### src/rtl/useq_pkg.sv
package useq_pkg;

    localparam int UA_W     = 4;
    localparam int OPC_W    = 6;
    localparam int CTRL_W   = 18;
    localparam int N_UWORDS = 1 << UA_W;
    localparam int N_TABLES = 2;

    typedef logic [UA_W-1:0]  uaddr_t;
    typedef logic [OPC_W-1:0] opcode_t;

    // Sequencing codes; values are part of the microword format.
    typedef enum logic [1:0] {
        SEQ_FETCH = 2'b00,
        SEQ_DISP1 = 2'b01,
        SEQ_DISP2 = 2'b10,
        SEQ_NEXT  = 2'b11
    } seq_e;

    // Horizontal control fields, MSB first.
    typedef struct packed {
        logic       pc_wr;
        logic       pc_wr_cond;
        logic       iord;
        logic       mem_rd;
        logic       mem_wr;
        logic       ir_wr;
        logic       mem_to_reg;
        logic [1:0] pc_src;
        logic [1:0] alu_op;
        logic [1:0] alu_b_sel;
        logic       alu_a_sel;
        logic       reg_wr;
        logic       reg_dst;
        logic       mdr_wr;
        logic       aluout_wr;
    } ctrl_t;

    typedef struct packed {
        ctrl_t ctrl;
        seq_e  seq;
    } uword_t;

    typedef struct packed {
        logic   hit;
        uaddr_t target;
    } disp_t;

    localparam opcode_t OPC_ALU = 6'h00;
    localparam opcode_t OPC_JMP = 6'h02;
    localparam opcode_t OPC_BR  = 6'h04;
    localparam opcode_t OPC_LD  = 6'h23;
    localparam opcode_t OPC_ST  = 6'h2B;

    localparam uaddr_t UA_FETCH  = 4'd0;
    localparam uaddr_t UA_DECODE = 4'd1;
    localparam uaddr_t UA_MEMADR = 4'd2;
    localparam uaddr_t UA_LDRD   = 4'd3;
    localparam uaddr_t UA_LDWB   = 4'd4;
    localparam uaddr_t UA_STWR   = 4'd5;
    localparam uaddr_t UA_ALUEX  = 4'd6;
    localparam uaddr_t UA_ALUWB  = 4'd7;
    localparam uaddr_t UA_BR     = 4'd8;
    localparam uaddr_t UA_JMP    = 4'd9;

    // Microprogram contents; unlisted words are blank and return to fetch.
    function automatic uword_t ucode(uaddr_t a);
        uword_t w;
        w = '0;
        w.seq = SEQ_FETCH;
        case (a)
            UA_FETCH: begin
                w.ctrl.pc_wr = 1'b1; w.ctrl.mem_rd = 1'b1; w.ctrl.ir_wr = 1'b1;
                w.ctrl.alu_b_sel = 2'b01; w.seq = SEQ_NEXT;
            end
            UA_DECODE: begin
                w.ctrl.alu_b_sel = 2'b11; w.ctrl.aluout_wr = 1'b1;
                w.seq = SEQ_DISP1;
            end
            UA_MEMADR: begin
                w.ctrl.alu_a_sel = 1'b1; w.ctrl.alu_b_sel = 2'b10;
                w.ctrl.aluout_wr = 1'b1; w.seq = SEQ_DISP2;
            end
            UA_LDRD: begin
                w.ctrl.mem_rd = 1'b1; w.ctrl.iord = 1'b1; w.ctrl.mdr_wr = 1'b1;
                w.seq = SEQ_NEXT;
            end
            UA_LDWB: begin
                w.ctrl.reg_wr = 1'b1; w.ctrl.mem_to_reg = 1'b1;
            end
            UA_STWR: begin
                w.ctrl.mem_wr = 1'b1; w.ctrl.iord = 1'b1;
            end
            UA_ALUEX: begin
                w.ctrl.alu_a_sel = 1'b1; w.ctrl.alu_op = 2'b10;
                w.ctrl.aluout_wr = 1'b1; w.seq = SEQ_NEXT;
            end
            UA_ALUWB: begin
                w.ctrl.reg_wr = 1'b1; w.ctrl.reg_dst = 1'b1;
            end
            UA_BR: begin
                w.ctrl.alu_a_sel = 1'b1; w.ctrl.alu_op = 2'b01;
                w.ctrl.pc_wr_cond = 1'b1; w.ctrl.pc_src = 2'b01;
            end
            UA_JMP: begin
                w.ctrl.pc_wr = 1'b1; w.ctrl.pc_src = 2'b10;
            end
            default: ;
        endcase
        return w;
    endfunction

    // Opcode-indexed lookup tables; table 0 after decode, table 1 after address calc.
    function automatic disp_t disp_lookup(int tbl, opcode_t op);
        disp_t d;
        d = '0;
        if (tbl == 0) begin
            case (op)
                OPC_ALU:        begin d.hit = 1'b1; d.target = UA_ALUEX;  end
                OPC_JMP:        begin d.hit = 1'b1; d.target = UA_JMP;    end
                OPC_BR:         begin d.hit = 1'b1; d.target = UA_BR;     end
                OPC_LD, OPC_ST: begin d.hit = 1'b1; d.target = UA_MEMADR; end
                default: ;
            endcase
        end else begin
            case (op)
                OPC_LD:  begin d.hit = 1'b1; d.target = UA_LDRD; end
                OPC_ST:  begin d.hit = 1'b1; d.target = UA_STWR; end
                default: ;
            endcase
        end
        return d;
    endfunction

endpackage

### src/rtl/useq_store.sv
module useq_store
    import useq_pkg::*;
#(
    parameter int WORDS = N_UWORDS
) (
    input  uaddr_t ua_i,
    output uword_t uw_o
);
    uword_t rom [WORDS];

    for (genvar i = 0; i < WORDS; i++) begin : g_word
        assign rom[i] = ucode(uaddr_t'(i));
    end

    assign uw_o = rom[ua_i];

    // no word asks the memory to read and write at once
    always_comb begin
        a_r8_mem_exclusive: assert (!(uw_o.ctrl.mem_rd && uw_o.ctrl.mem_wr));
    end
endmodule

### src/rtl/useq_dispatch.sv
module useq_dispatch
    import useq_pkg::*;
#(
    parameter int TABLES = N_TABLES
) (
    input  opcode_t                  opcode_i,
    output disp_t [TABLES-1:0]       tbl_o
);
    for (genvar t = 0; t < TABLES; t++) begin : g_tbl
        assign tbl_o[t] = disp_lookup(t, opcode_i);
    end
endmodule

### src/rtl/useq_next.sv
module useq_next
    import useq_pkg::*;
#(
    parameter int TABLES = N_TABLES
) (
    input  uaddr_t               ua_i,
    input  seq_e                 seq_i,
    input  disp_t [TABLES-1:0]   tbl_i,
    output uaddr_t               ua_nxt_o,
    output logic                 miss_o
);
    always_comb begin
        ua_nxt_o = UA_FETCH;
        miss_o   = 1'b0;
        unique case (seq_i)
            SEQ_NEXT:  ua_nxt_o = ua_i + uaddr_t'(1);
            SEQ_DISP1: begin
                if (tbl_i[0].hit) ua_nxt_o = tbl_i[0].target;
                else              miss_o   = 1'b1;
            end
            SEQ_DISP2: begin
                if (tbl_i[1].hit) ua_nxt_o = tbl_i[1].target;
                else              miss_o   = 1'b1;
            end
            default:   ua_nxt_o = UA_FETCH;
        endcase
    end
endmodule

### src/rtl/useq_ctrl.sv
module useq_ctrl
    import useq_pkg::*;
(
    input  logic              clk,
    input  logic              rst,
    input  logic [OPC_W-1:0]  opcode_i,
    output logic [CTRL_W-1:0] ctrl_o,
    output logic [UA_W-1:0]   uaddr_o,
    output logic              illegal_o
);
    uaddr_t                ua_q;
    uaddr_t                ua_nxt;
    logic                  illegal_q;
    logic                  miss;
    uword_t                uw;
    disp_t [N_TABLES-1:0]  tbl;

    useq_store #(.WORDS(N_UWORDS)) u_store (
        .ua_i (ua_q),
        .uw_o (uw)
    );

    useq_dispatch #(.TABLES(N_TABLES)) u_disp (
        .opcode_i (opcode_i),
        .tbl_o    (tbl)
    );

    useq_next #(.TABLES(N_TABLES)) u_next (
        .ua_i     (ua_q),
        .seq_i    (uw.seq),
        .tbl_i    (tbl),
        .ua_nxt_o (ua_nxt),
        .miss_o   (miss)
    );

    always_ff @(posedge clk) begin
        if (rst) begin
            ua_q      <= UA_FETCH;
            illegal_q <= 1'b0;
        end else begin
            ua_q <= ua_nxt;
            if (miss) illegal_q <= 1'b1;
        end
    end

    assign ctrl_o    = uw.ctrl;
    assign uaddr_o   = ua_q;
    assign illegal_o = illegal_q;

    // increment code advances by one
    a_r3_increment: assert property (@(posedge clk) disable iff (rst)
        (uw.seq == SEQ_NEXT) |=> (ua_q == uaddr_t'($past(ua_q) + 4'd1)));

    // fetch code returns to address 0
    a_r4_to_fetch: assert property (@(posedge clk) disable iff (rst)
        (uw.seq == SEQ_FETCH) |=> (ua_q == UA_FETCH));

    // a hit in the second table lands on a load or store routine
    a_r6_disp2_target: assert property (@(posedge clk) disable iff (rst)
        (uw.seq == SEQ_DISP2 && !miss) |=> (ua_q == UA_LDRD || ua_q == UA_STWR));

    // a miss goes to fetch and raises the flag
    a_r7_miss_fetch: assert property (@(posedge clk) disable iff (rst)
        miss |=> (ua_q == UA_FETCH && illegal_q));

    // the flag holds until reset
    a_r7_sticky: assert property (@(posedge clk) disable iff (rst)
        illegal_q |=> illegal_q);

    // instruction register written only in the fetch word
    a_r8_irwr_fetch: assert property (@(posedge clk) disable iff (rst)
        uw.ctrl.ir_wr |-> (ua_q == UA_FETCH));
endmodule

### config.mk
export PLATFORM = sky130hd
export DESIGN_NAME = useq_ctrl
export DESIGN_NICKNAME = d
export VERILOG_FILES = /design/src/rtl/useq_pkg.sv /design/src/rtl/useq_store.sv /design/src/rtl/useq_dispatch.sv /design/src/rtl/useq_next.sv /design/src/rtl/useq_ctrl.sv
export SDC_FILE = /design/constraint.sdc
export NUM_CORES = 1
export LEC_CHECK = 0
export BUFFER_PORTS_ARGS = -buffer_cell sky130_fd_sc_hd__buf_2
export CAP_MARGIN = 20
export CORE_MARGIN = 4
export CORE_UTILIZATION = 45
export CTS_CLUSTER_DIAMETER = 40
export DETAILED_ROUTE_END_ITERATION = 6
export PLACE_DENSITY = 0.88
export SYNTH_ARGS = -nofsm -noshare
export SYNTH_HDL_FRONTEND = slang
export SYNTH_SLANG_ARGS = --single-unit
export TNS_END_PERCENT = 1
### constraint.sdc
create_clock -name clk -period 2.2 [get_ports clk]
set_input_delay 0.11 -clock clk [delete_from_list [all_inputs] [get_ports clk]]
set_output_delay 0.11 -clock clk [all_outputs]
set_load 0.01 [all_outputs]
Yosys cells after proc, flatten, opt, wreduce, memory -nomap -nowiden
Memories as Yosys holds them, arrays and structs flattened.
Cells that the tools add are included.
- flip-flop bits (word level): 5
- bits in read-only memories: 320
- output and inout port bits: 23
- memories: 1
- memories (memory ; depth ; width ; rd ports ; clocked after memory_dff ; write ports ; line ; RTL):
    (name not given) ; 16 ; 20 ; 1 ; 0 ; 0 ; useq_store.sv:15 ; assign uw_o = rom[ua_i];
- $add $sub $neg: 1
- magnitude comparators: 1
- eq/ne operators: 7
- multiplexer cells: 10
- bitwise operators: 1
- reduce and logical (&&, ||, !) cells: 2
- operators with widths (cell ; count):
    20-bit 2-to-1 mux ; 2
    5-bit case mux with 4 select lines ; 1
    6-bit == test, second input constant ; 2
    4-bit case mux with 3 select lines ; 1
    5-bit case mux with 2 select lines ; 1
    4-bit 2-to-1 mux ; 2
    6-bit by 2-bit == test with 1-bit output, second input constant ; 1
    6-bit by 3-bit == test with 1-bit output, second input constant ; 1
    6-bit logical NOT ; 1
    5-bit greater-or-equal comparator, second input constant ; 1
    4-bit inverter with 5-bit output ; 1
    4-bit by 1-bit adder with 4-bit output, second input constant ; 1
    2-bit == test, second input constant ; 2
    2-bit by 1-bit == test with 1-bit output, second input constant ; 1
    1-bit 2-to-1 mux ; 2
    1-bit case mux with 2 select lines ; 1
    2-bit OR reduction ; 1

Logic depth before layout (Yosys ltp)
- depth after elaboration: 6
- depth in mapped cells: 9
- mapped depth without buffers: 9

Hierarchy
Synthesis repeated with hierarchy kept, for this count alone.
- cell total of the unflattened synthesis: 97
- area, all modules: 763.2 um^2
- modules (own cells, without submodules) (module ; instances ; cells each ; area an instance (um^2) ; seq. area each (um^2)):
    useq_store ; 1 ; 39 ; 280.3 ; 0.0
    useq_next ; 1 ; 30 ; 224.0 ; 0.0
    useq_ctrl ; 1 ; 10 ; 135.1 ; 100.1
    useq_dispatch ; 1 ; 18 ; 123.9 ; 0.0

Worst setup path before layout
No wires, ideal clock.
- path kind: reg2reg
- start: register ua_q[0] (netlist: uaddr_o[0])
- end: register illegal_q (netlist: illegal_o)
- setup time: 0.060 ns
- data arrival time: 2.104 ns
- data required time: 2.140 ns
- path slack: 0.036 ns
- cell stages (with the launch flop): 10
- buffers on the path: 0
- cells stage by stage: dfxtp_1 > inv_1 > ha_1 > nand2_1 > o21ai_0 > and2_1 > ha_1 > nor2b_1 > a2111oi_0 > a221o_1
- longest elaborated chain between the ends: 6
- elaborated cells between the ends (all ways): 7
- those cells by class: eq/ne (2); mux (3); bitwise (1); memory (1)
- ends and longest elaborated chain (item ; line ; RTL):
    from (decl) ; useq_ctrl.sv:11 ; uaddr_t ua_q;
    from (signal assigned) ; useq_ctrl.sv:41 ; ua_q <= ua_nxt;
    4-bit inverter with 5-bit output (not written as such) * ; useq_store.sv:15 ;
    memory read 16 x 20 bit * ; n/a ;
    20-bit 2-to-1 mux (not written as such) * (2 in series) ; useq_store.sv:15 ;
    2-bit == test / 2-bit by 1-bit == test with 1-bit output (equally long branches) ; useq_next.sv:15 ; unique case (seq_i)
    1-bit case mux with 2 select lines * ; useq_next.sv:15 ;
    to (signal assigned) ; useq_ctrl.sv:39 ; illegal_q <= 1'b0;
    to (signal assigned) ; useq_ctrl.sv:42 ; if (miss) illegal_q <= 1'b1;
    to (decl) ; useq_ctrl.sv:13 ; logic illegal_q;
Mark *: on every way between the ends. The rest lies on a longest branch, timed or not. The select of a mux whose other input is x is not followed.
A chain may end at the register's enable or synchronous reset.

Worst setup path in the final report
Same ends and word-level chain as after synthesis.

==> flow_summary.yaml <==
cts:
  clk_latency_ns: 0.24
  cts_resized: 0
  clockRootBuffer: "clkbuf_4"
  cts_tree: "done"
  cts.sinks: 5
  postCtsHoldBufs: 0
  path_clk_slew_ns: 0.04
  clockBufferDepth: 2
  h-tree-depth: 1
  cts_buffers: 3
  post_cts_buffers: 0
hold_path:
  hold_path_class: "in -> reg"
sta:
  fmax_ghz: 0.4829
  tightest_slew_ns: 0.3867
  skew_ns: 0.001011
  maxSlewViolCount: 0
  finalSetupTns_ns: 0
  hold_violations: 0
  min_period_over_period_pct: 94.13
  report.final.setup_viol: 0
  maxSlewHeadroom_pct: 73.98
  fin_crit_ns: 2.071
layout:
  fin_nets: 138
  fillCellCount: 128
  diodes: 0
  syn_to_final_growth_pct: 28.57
  drive_gt1_share_pct: 37.61
  layout_commonest_cell: "buf_2"
  layout_common_cells: "buf_2, ha_1, nand2_1, and2_1, inv_1"
place:
  gp_congestion: 0.7798
  dpl.hpwl_microns: 1353
  io_buffers: 30
global_routing:
  grt_overflow: 0
  grt_pass1_vias: 636
  grt_start_max_net_pins: 12
  grt_antenna_before_repair: 0
  grt.total_usage_pct: 16.05
  grt_pass1_wl_microns: 2484
pwr:
  power.leakage_nw: 0.4567
  power_w: 0.0009630
  power.density_nw_per_um2: 1111
  peakVddDrop_uv: 709.8
floorplan:
  num_rows: 13
  die_y_microns: 46.71
  io_pins: 31
  start_util_pct: 49.95
  die_area_sq_um: 2182
  core_area_sq_um: 1350
  die_w_microns: 46.71
synthesis:
  synth_area_sq_um: 674.4
  synth_fp_nets: 105
  synth.ff_latch_count: 5
  synth_cell_type_count: 32
  netlist_instances: 85
  avgSynthCellArea_sq_um: 7.934
  yosysWarnings: 0
  synth-seq-area-share_pct: 14.84
routing:
  num_vias: 714
  wire_per_inst_microns: 12.41
  viasPerCell: 5.409
  wirelength_microns: 1638
  ant_nets: 0
  drc: 0
  drt-initial-drc-count: 9
  firstDrtPassIters: 4
run_status:
  run_status: "complete, no violations"
setup_path:
  path_class: "reg -> reg"
  startpoint_type: "flop"
  crit_arrival_ns: 2.26
  crit_fanout: 4
  worst_setup_path_end_kind: "flop"
  critical_path_required_ns: 2.39
run:
  drv_cap: 0
## sequential cells by signal (all words and copies together) (netlist names)
register	flops
uaddr_o	4
illegal_o	1
## metal layers
layer | up-vias | share of wire (%) | GRT usage (%)
met5 | - | 0 | 0
met4 | 0 | 1.9 | 8.840
met3 | 4 | 12 | 3.516
met2 | 37 | 48 | 29.95
met1 | 308 | 38 | 16.28
li1 | 365 | - | -
## final cells by class
type                       instances  area (sq um)  share of cell area [%]
timing repair buffer              33         172.7                   19.91
multi-input combinational         68         521.8                   60.17
inverter                           7         26.28                   3.030
clock buffer                       4         26.28                   3.030
sequential                         5         101.3                   11.69
tap                               15         18.77                   2.165
## cell usage after synthesis
master | n | area share, %
ha_1 | 12 | 22
nand4b_1 | 2 | 2.6
a21o_1 | 1 | 1.1
o21ai_0 | 1 | 0.74
or2_2 | 1 | 0.93
nor4_1 | 1 | 0.93
or2_1 | 2 | 1.9
and2_1 | 7 | 6.5
a21oi_1 | 1 | 0.74
xor2_1 | 1 | 1.3
nand2b_1 | 1 | 0.93
and3_1 | 3 | 2.8
a2111oi_4 | 1 | 4.1
nor2b_1 | 4 | 3.7
nand4_1 | 3 | 2.8
a31oi_1 | 3 | 2.8
nor4_2 | 1 | 1.9
nor2_1 | 2 | 1.1
inv_1 | 5 | 2.8
o211ai_1 | 1 | 1.1
dfxtp_1 | 5 | 15
nor3_1 | 4 | 3.0
a221o_1 | 1 | 1.5
o21ai_1 | 3 | 2.2
nand3_1 | 2 | 1.5
a2111oi_0 | 1 | 1.3
nor2_4 | 1 | 1.7
nand2_1 | 7 | 3.9
buf_4 | 3 | 3.3
buf_2 | 2 | 1.5
xnor2_1 | 1 | 1.3
inv_2 | 2 | 1.1
## worst paths after layout
kind              cells after the start          to  slack, ns   startpoint
hold / removal                        3  uaddr_o[2]       0.19  opcode_i[3]
setup reg to reg                      9   illegal_o       0.13   uaddr_o[0]
setup / recovery                      9   illegal_o       0.13   uaddr_o[0]
hold reg to reg                       1   illegal_o       0.53    illegal_o
## power by group
part           internal (W)  leakage [nW]  switching [W]
Combinational      0.000306         0.401       0.000396
Clock             0.0000686        0.0150      0.0000382
Sequential         0.000123        0.0412      0.0000314
Total              0.000498         0.457       0.000465
## per-stage QoR
stage               cell area (sq um)  util [%]  hold WS (ns)  setup slack, ns  std cells
finish                          867.1     64.23        0.1906           0.1292        132
global route                    867.1     64.23        0.2096         -0.01201        132
CTS                             859.6     63.67        0.1891          0.05911        132
detailed placement              833.3     61.72        0.4425          0.05593        128
global placement                833.3     61.72        0.4270           0.1471        128
floorplan                       674.4         -        0.2653          0.03624         85
## worst max-delay path, cell delays in order, from the launching register on
cell	delay, ns
dfxtp_1	0.32
inv_1	0.08
ha_1	0.21
nand2_1	0.09
o21ai_0	0.11
and2_1	0.19
ha_1	0.34
nor2b_1	0.16
a2111oi_2	0.33
a221o_1	0.19
## logic make-up after synthesis
| family | Yosys count | synth area share [%] |
|---|---|---|
| adder cells (fa/ha/maj) | 12 | 22.26 |
| AO/OA/AOI/OAI | 13 | 15.58 |
| XOR/XNOR | 2 | 2.598 |
| AND/OR/NAND/NOR | 41 | 36.00 |
| buffers and inverters | 12 | 8.720 |
| flip-flops | 5 | 14.84 |
Note: power is estimated with default switching activity, not from simulation.
